==> src/rtl/gtmr_pkg.sv <==
// Shared types for the gated timer.
// The control word layout is fixed: bit 0 run, bit 1 source select,
// bits 3:2 prescale code, bit 4 synchronizer bypass, bit 5 gate enable.
package gtmr_pkg;

    typedef struct packed {
        logic       gate_en;   // bit 5: gate pin qualifies counting
        logic       bypass;    // bit 4: external pin skips synchronizer
        logic [1:0] ps_code;   // bits 3:2: divide by 2^code
        logic       ext_sel;   // bit 1: 1 = external pin, 0 = internal
        logic       run;       // bit 0: timer on
    } ctrl_t;

    localparam int CTRL_W = $bits(ctrl_t);

endpackage

==> src/rtl/gtmr_sync.sv <==
// Multi-flop synchronizer for a single-bit level.
// Assumes STAGES >= 2; the output lags the input by STAGES clocks.
module gtmr_sync #(
    parameter int   STAGES  = 2,
    parameter logic RST_VAL = 1'b0
) (
    input  logic clk,
    input  logic rst_n,
    input  logic d,
    output logic q
);

    logic [STAGES-1:0] chain_q;

    // shift the level through the flop chain
    always_ff @(posedge clk) begin
        if (!rst_n) chain_q <= {STAGES{RST_VAL}};
        else        chain_q <= {chain_q[STAGES-2:0], d};
    end

    assign q = chain_q[STAGES-1];

endmodule

==> src/rtl/gtmr_ext_edge.sv <==
// External count pin front end: optional synchronizer, then rising-edge detect.
// Assumes the pin stays at one level for at least one system clock.
// In bypass mode the pin feeds the edge detector directly.
module gtmr_ext_edge #(
    parameter int SYNC_STAGES = 2
) (
    input  logic clk,
    input  logic rst_n,
    input  logic pin,
    input  logic bypass,
    output logic rise
);

    logic synced;
    logic level;
    logic prev_q;

    gtmr_sync #(.STAGES(SYNC_STAGES), .RST_VAL(1'b0)) u_pin_sync (
        .clk  (clk),
        .rst_n(rst_n),
        .d    (pin),
        .q    (synced)
    );

    // choose between the synchronized and the raw pin level
    always_comb level = bypass ? pin : synced;

    // remember the previous level for edge detection
    always_ff @(posedge clk) begin
        if (!rst_n) prev_q <= 1'b0;
        else        prev_q <= level;
    end

    assign rise = level & ~prev_q;


    edge_single_chk: assert property (@(posedge clk) disable iff (!rst_n)
        rise |=> !rise);

endmodule

==> src/rtl/gtmr_tick_gen.sv <==
// Internal instruction-rate enable: one single-cycle pulse every DIV clocks.
// Assumes DIV >= 2; the pulse is a clock enable, not a clock.
module gtmr_tick_gen #(
    parameter int DIV = 4
) (
    input  logic clk,
    input  logic rst_n,
    output logic pulse
);

    localparam int W = (DIV > 1) ? $clog2(DIV) : 1;
    localparam logic [W-1:0] LAST = W'(DIV - 1);

    logic [W-1:0] div_q;

    assign pulse = (div_q == LAST);

    // free-running modulo-DIV phase counter
    always_ff @(posedge clk) begin
        if (!rst_n)     div_q <= '0;
        else if (pulse) div_q <= '0;
        else            div_q <= div_q + 1'b1;
    end


    tick_gap_chk: assert property (@(posedge clk) disable iff (!rst_n)
        pulse |=> !pulse);

endmodule

==> src/rtl/gtmr_prescaler.sv <==
// Event prescaler: passes one of every 2^code qualified source events.
// Assumes src is a single-cycle pulse; clr takes priority over counting.
// Only events that arrive while run is high advance the prescaler.
module gtmr_prescaler #(
    parameter int PS_W = 2
) (
    input  logic            clk,
    input  logic            rst_n,
    input  logic            src,
    input  logic            run,
    input  logic [PS_W-1:0] ps_code,
    input  logic            clr,
    output logic            tick
);

    localparam int PC_W = (1 << PS_W) - 1;

    logic [PC_W-1:0] pcnt_q;
    logic [PC_W-1:0] mask;

    // low bits that must all be set before an event passes
    always_comb begin
        for (int i = 0; i < PC_W; i++) mask[i] = (i < int'(ps_code));
    end

    assign tick = src & run & ((pcnt_q & mask) == mask);

    // count qualified events, clearing on any counter byte write
    always_ff @(posedge clk) begin
        if (!rst_n)          pcnt_q <= '0;
        else if (clr)        pcnt_q <= '0;
        else if (src && run) pcnt_q <= pcnt_q + 1'b1;
    end


    psc_clear_chk: assert property (@(posedge clk) disable iff (!rst_n)
        clr |=> pcnt_q == '0);


    psc_idle_chk: assert property (@(posedge clk) disable iff (!rst_n)
        !run && !clr |=> $stable(pcnt_q));

endmodule

==> src/rtl/gtmr_counter.sv <==
// Two-byte up-counter with byte writes and a sticky overflow flag.
// Assumes inc is a single-cycle enable. A byte write wins over inc.
// A rollover wins over a flag write.
module gtmr_counter #(
    parameter int BYTE_W = 8
) (
    input  logic              clk,
    input  logic              rst_n,
    input  logic              inc,
    input  logic              lo_we,
    input  logic              hi_we,
    input  logic [BYTE_W-1:0] wdata,
    input  logic              flag_we,
    input  logic              flag_wdata,
    output logic [BYTE_W-1:0] cnt_lo,
    output logic [BYTE_W-1:0] cnt_hi,
    output logic              ovf
);

    localparam int CNT_W = 2 * BYTE_W;

    logic [CNT_W-1:0] cnt_q, cnt_d;
    logic             flag_q, flag_d;
    logic             any_wr;
    logic             wrap;

    assign any_wr = lo_we | hi_we;
    assign wrap   = inc & ~any_wr & (&cnt_q);

    // next count: increment unless a byte write overrides it
    always_comb begin
        cnt_d = cnt_q;
        if (inc && !any_wr) cnt_d = cnt_q + 1'b1;
        if (lo_we) cnt_d[BYTE_W-1:0]     = wdata;
        if (hi_we) cnt_d[CNT_W-1:BYTE_W] = wdata;
    end

    // next flag: rollover first, then software write
    always_comb begin
        if (wrap)         flag_d = 1'b1;
        else if (flag_we) flag_d = flag_wdata;
        else              flag_d = flag_q;
    end

    // register count and flag
    always_ff @(posedge clk) begin
        if (!rst_n) begin
            cnt_q  <= '0;
            flag_q <= 1'b0;
        end else begin
            cnt_q  <= cnt_d;
            flag_q <= flag_d;
        end
    end

    assign cnt_lo = cnt_q[BYTE_W-1:0];
    assign cnt_hi = cnt_q[CNT_W-1:BYTE_W];
    assign ovf    = flag_q;


    lo_load_chk: assert property (@(posedge clk) disable iff (!rst_n)
        lo_we |=> cnt_lo == $past(wdata));


    hi_keep_chk: assert property (@(posedge clk) disable iff (!rst_n)
        lo_we && !hi_we |=> cnt_hi == $past(cnt_hi));


    idle_hold_chk: assert property (@(posedge clk) disable iff (!rst_n)
        !inc && !any_wr |=> $stable(cnt_q));


    flag_sticky_chk: assert property (@(posedge clk) disable iff (!rst_n)
        ovf && !flag_we |=> ovf);


    rollover_flag_chk: assert property (@(posedge clk) disable iff (!rst_n)
        inc && !any_wr && (cnt_q == '1) |=> ovf && (cnt_q == '0));

endmodule

==> src/rtl/gated_timer16.sv <==
// Gated 16-bit timer top: control register, source select, gate and prescale.
// Assumes BYTE_W >= CTRL_W. Every input is sampled on the system clock.
// The gate pin is always synchronized; the count pin optionally.
module gated_timer16 #(
    parameter int BYTE_W      = 8,
    parameter int TICK_DIV    = 4,
    parameter int SYNC_STAGES = 2,
    parameter int PS_W        = 2
) (
    input  logic              clk,
    input  logic              rst_n,
    input  logic              ctrl_we,
    input  logic [BYTE_W-1:0] ctrl_wdata,
    output logic [BYTE_W-1:0] ctrl_rdata,
    input  logic              lo_we,
    input  logic              hi_we,
    input  logic [BYTE_W-1:0] byte_wdata,
    output logic [BYTE_W-1:0] cnt_lo,
    output logic [BYTE_W-1:0] cnt_hi,
    input  logic              flag_we,
    input  logic              flag_wdata,
    input  logic              ext_clk_in,
    input  logic              gate_n_in,
    output logic              ovf_flag
);
    import gtmr_pkg::*;

    localparam int PAD_W = BYTE_W - CTRL_W;

    ctrl_t ctrl_q;
    logic  int_pulse;
    logic  ext_rise;
    logic  gate_lvl;
    logic  src_pulse;
    logic  run_ok;
    logic  inc;

    // control register write
    always_ff @(posedge clk) begin
        if (!rst_n)       ctrl_q <= '0;
        else if (ctrl_we) ctrl_q <= ctrl_t'(ctrl_wdata[CTRL_W-1:0]);
    end

    assign ctrl_rdata = {{PAD_W{1'b0}}, ctrl_q};

    gtmr_tick_gen #(.DIV(TICK_DIV)) u_tick (
        .clk  (clk),
        .rst_n(rst_n),
        .pulse(int_pulse)
    );

    gtmr_ext_edge #(.SYNC_STAGES(SYNC_STAGES)) u_ext (
        .clk   (clk),
        .rst_n (rst_n),
        .pin   (ext_clk_in),
        .bypass(ctrl_q.bypass),
        .rise  (ext_rise)
    );

    gtmr_sync #(.STAGES(SYNC_STAGES), .RST_VAL(1'b1)) u_gate_sync (
        .clk  (clk),
        .rst_n(rst_n),
        .d    (gate_n_in),
        .q    (gate_lvl)
    );

    // pick the source and qualify it by run and gate
    always_comb begin
        src_pulse = ctrl_q.ext_sel ? ext_rise : int_pulse;
        run_ok    = ctrl_q.run & (~ctrl_q.gate_en | ~gate_lvl);
    end

    gtmr_prescaler #(.PS_W(PS_W)) u_psc (
        .clk    (clk),
        .rst_n  (rst_n),
        .src    (src_pulse),
        .run    (run_ok),
        .ps_code(ctrl_q.ps_code),
        .clr    (lo_we | hi_we),
        .tick   (inc)
    );

    gtmr_counter #(.BYTE_W(BYTE_W)) u_cnt (
        .clk       (clk),
        .rst_n     (rst_n),
        .inc       (inc),
        .lo_we     (lo_we),
        .hi_we     (hi_we),
        .wdata     (byte_wdata),
        .flag_we   (flag_we),
        .flag_wdata(flag_wdata),
        .cnt_lo    (cnt_lo),
        .cnt_hi    (cnt_hi),
        .ovf       (ovf_flag)
    );


    ctrl_load_chk: assert property (@(posedge clk) disable iff (!rst_n)
        ctrl_we |=> ctrl_rdata == {{PAD_W{1'b0}}, $past(ctrl_wdata[CTRL_W-1:0])});


    gate_block_chk: assert property (@(posedge clk) disable iff (!rst_n)
        ctrl_q.gate_en && gate_lvl && !lo_we && !hi_we |=> $stable({cnt_hi, cnt_lo}));

endmodule

==> config.mk <==
export PLATFORM = sky130hd
export DESIGN_NAME = gated_timer16
export DESIGN_NICKNAME = d
export VERILOG_FILES = /design/src/rtl/gtmr_pkg.sv /design/src/rtl/gtmr_sync.sv /design/src/rtl/gtmr_ext_edge.sv /design/src/rtl/gtmr_tick_gen.sv /design/src/rtl/gtmr_prescaler.sv /design/src/rtl/gtmr_counter.sv /design/src/rtl/gated_timer16.sv
export SDC_FILE = /design/constraint.sdc
export NUM_CORES = 1
export LEC_CHECK = 0
export BUFFER_PORTS_ARGS = -buffer_cell sky130_fd_sc_hd__buf_2
export CORE_MARGIN = 2
export CORE_UTILIZATION = 50
export CTS_BUF_LIST = sky130_fd_sc_hd__clkbuf_16
export CTS_CLUSTER_SIZE = 40
export DETAILED_ROUTE_END_ITERATION = 12
export PLACE_DENSITY = 0.78
export SETUP_SLACK_MARGIN = 0.4
export SYNTH_ARGS = -nofsm -noshare
export SYNTH_HDL_FRONTEND = slang
export SYNTH_SLANG_ARGS = --single-unit
==> constraint.sdc <==
create_clock -name clk -period 2.51 [get_ports clk]
set_input_delay 0.502 -clock clk [delete_from_list [all_inputs] [get_ports clk]]
set_output_delay 0.502 -clock clk [all_outputs]
set_load 0.05 [all_outputs]
==> metrics.cfg <==
[critical_path]
worstSetupPathType = reg2reg
arrival_ps = 2160
critPathMaxFanout = 9
reg2reg_to = u_cnt.cnt_q[9]$_SDFFE_PN0P_
cp-start-kind = flop
end_kind = flop
worstReg2RegStart = u_tick.div_q[0]$_SDFF_PP0_
r2r_slack_ps = 560
r2r_cells = 6
worstPathRequired_ps = 2720

[detailed_routing]
routed_wl_mm = 3.898
drt-initial-drc-count = 87
vias = 1536
vias_per_cell = 5.626
drt.antenna.violating_nets = 0
wl_per_cell_um = 14.28
drc = 0
first_pass_iters = 5

[floorplanning]
core_area_mm2 = 0.003053
die_h_um = 60.49
start_util = 0.5225
design.die.area_mm2 = 0.003658
io_pins = 50
rows = 20
fp.dieW_um = 60.49

[global_routing]
use_met3 = 0.08316
grt_pass1_vias = 1370
overflow = 0
busiest_layer = met2
use_met2 = 0.3634
grt_pass1_wl_mm = 6.320
antenna_found_initial = 0
track_usage = 0.2416
grt_max_degree = 17
met1_usage = 0.3123

[placed_design]
hpwlAfterDp_mm = 2.858
numPortBuffers = 45
dp.cells = 265
gp_congestion = 0.8782
dpl_cell_area_mm2 = 0.001852

[yosys]
yosys_register_bits = 33
synthCells = 183
yosysWarnings = 0
synth_edf_count = 0
syn_avg_cell_area_um2 = 8.717
async_flop_share = 0
synth_area_mm2 = 0.001595
synth_cell_types = 40
synthFlopType = dfxtp_1
yosysSeqAreaShare = 0.4141

[cells_and_area]
layout.nets = 256
final_util = 0.6533
drive_above_1_share = 0.2795
area_growth_pct = 25.02
n_antenna_cell = 0
design_area_mm2 = 0.001994
stdcell_count = 273
final.fill_count = 283

[timing]
slew_viol_final = 0
min_period_over_period = 0.7787
timing.hold.ws_ps = 410.1
tns_ps = 0
max_clock_freq_mhz = 511.6
post-route-min-period_ps = 1955
hold_violations = 0
rsz0062_at_grt = false
setup-violations-final = 0
fin_skew_ps = 4.466

[cts]
insertion_delay_ps = 280
cts.reportedPaths.clkPinSlew_ps = 50
htreeDepth = 2
cts_max_path_buffers = 2
hold_buffers = 0
clockRootBuffer = clkbuf_16
cts.sinks = 33
cts_made_buffers = 5
cts_tree = built

[worst_hold_path]
min_path_cells = 2
min_path_type = in2reg
hold_start = gate_n_in
holdPathEnd = u_gate_sync.chain_q[0]$_SDFF_PN1_

[power]
p_comb_frac = 0.153
p_seq_frac = 0.428
intPower_mw = 0.9760
power_density_mw_per_mm2 = 685.1
ir_drop_uv = 388.7
clockPowerShare = 0.419
leakagePower_nw = 0.8219
p_switching_mw = 0.3905
p_sw_frac = 0.2858

[job]
drv_cap = 0

[status]
status = finished clean

## power groups by stage
stage          Clock (mW)  Combinational, mW  Sequential (mW)
4_1_cts             0.585              0.210            0.584
3_3_place_gp            0              0.207            0.593
3_5_place_dp            0              0.210            0.594
6_report            0.572              0.210            0.585
5_1_grt             0.612              0.226            0.589
2_1_floorplan           0             0.0840            0.662
## what timing repair did
action,4_1_cts,5_1_grt
setup endpoints to repair,0,1
buffers inserted,0,0
gates resized for setup,0,1
## synth_stat cells, drive strengths merged, types with 4 or more instances
master | count | area [um2]
a21oi | 5 | 25.02
a31oi | 6 | 37.54
buf | 5 | 30.03
clkbuf | 6 | 22.52
dfxtp | 33 | 660.6
inv | 5 | 18.77
mux2i | 9 | 90.09
nand2 | 17 | 63.81
nand3 | 12 | 70.07
nand4 | 5 | 31.28
nor2 | 15 | 56.30
nor3 | 5 | 25.02
o211ai | 10 | 75.07
o21ai | 6 | 33.78
o311ai | 6 | 52.55
or3 | 7 | 48.80
or4 | 4 | 30.03
## routing by layer
layer	wire length [um]	up-vias
li1	-	770
met1	1814	717
met4	72	0
met2	1794	42
met5	0	-
met3	217	7
## registers in the layout (all words and copies together) (netlist names)
register,flops
u_psc.pcnt_q,3
u_gate_sync.chain_q,2
u_ext.u_pin_sync.chain_q,2
u_cnt.ovf,1
u_cnt.cnt_q,16
u_ext.prev_q,1
ctrl_rdata,6
u_tick.div_q,2
## cell usage in the layout, fill, tap and decap left out, types with 2 or more instances in the layout
cell       netlist  routed
o311ai_1         2       2
o211ai_1        10      10
mux2i_1          9       9
or3_1            6       6
buf_4            3       3
clkinv_1         0       2
buf_2            0      45
nand2b_1         3       3
dfxtp_2          0       2
nand2_1         17      17
nor2_1          15      15
a31oi_1          6       6
a22oi_1          3       3
o311ai_0         4       4
nand3_2          2       3
nor3_1           5       5
or4_1            4       4
xor2_1           2       2
nand4_1          5       5
and2_1           2       2
a21oi_1          5       5
conb_1           1       2
clkbuf_16        0       5
dfxtp_1         33      31
inv_1            5       5
and3_1           2       2
nand3_1         10       9
ha_1             3       3
o21ai_0          5       5
## worst max-delay path: stages (launching register included)
cell	delay, ps
dfxtp_1	340
ha_1	200
nor2_1	80
nor4_2	290
nand3_2	260
or4_1	550
o211ai_1	150
## worst max-delay path by stage
stage                                start                      endpoint  slack [ps]  cells past startpoint
5_1_grt        u_cnt.cnt_q[0]$_SDFFE_PN0P_   u_cnt.cnt_q[8]$_SDFFE_PN0P_         410                      6
4_1_cts        u_cnt.cnt_q[0]$_SDFFE_PN0P_   u_cnt.cnt_q[8]$_SDFFE_PN0P_         510                      6
2_1_floorplan  u_cnt.cnt_q[4]$_SDFFE_PN0P_  u_cnt.cnt_q[15]$_SDFFE_PN0P_         410                      5
3_5_place_dp                         hi_we   u_cnt.cnt_q[9]$_SDFFE_PN0P_         440                      5
6_report        u_tick.div_q[0]$_SDFF_PP0_   u_cnt.cnt_q[9]$_SDFFE_PN0P_         560                      6
3_3_place_gp                         hi_we   u_cnt.cnt_q[9]$_SDFFE_PN0P_         490                      5
## kinds of logic (layout without fill, tap and decap cells)
logic type / Yosys count / after routing / synth area share
AO/OA/AOI/OAI: 41 / 41 / 0.1851
XOR/XNOR: 3 / 3 / 0.01647
adder cells (fa/ha/maj): 3 / 3 / 0.02353
buffers and inverters: 16 / 61 / 0.04471
flip-flops: 33 / 33 / 0.4141
multiplexers: 9 / 9 / 0.05647
other: 1 / 2 / 0.002351
AND/OR/NAND/NOR: 77 / 77 / 0.2573
## per-stage QoR
step	total power [mW]	worst slack (ps)
final	1.366	555.5
after global routing	1.427	409.5
after global placement	0.8004	490.5
after CTS	1.379	511.8
after floorplan	0.7463	412.2
after detailed placement	0.8040	443.0
## final cells by class
cell class                      count  area (um2)  share of cell area
Clock buffer                        5       125.1             0.06274
Clock inverter                      3       12.51            0.006274
Inverter                            5       18.77            0.009410
Multi-Input combinational cell    135       872.1              0.4373
Sequential cell                    33       663.1              0.3325
Tap cell                           44       55.05             0.02760
Timing Repair Buffer               48       247.7              0.1242
Note: power is estimated with default switching activity, not from simulation.
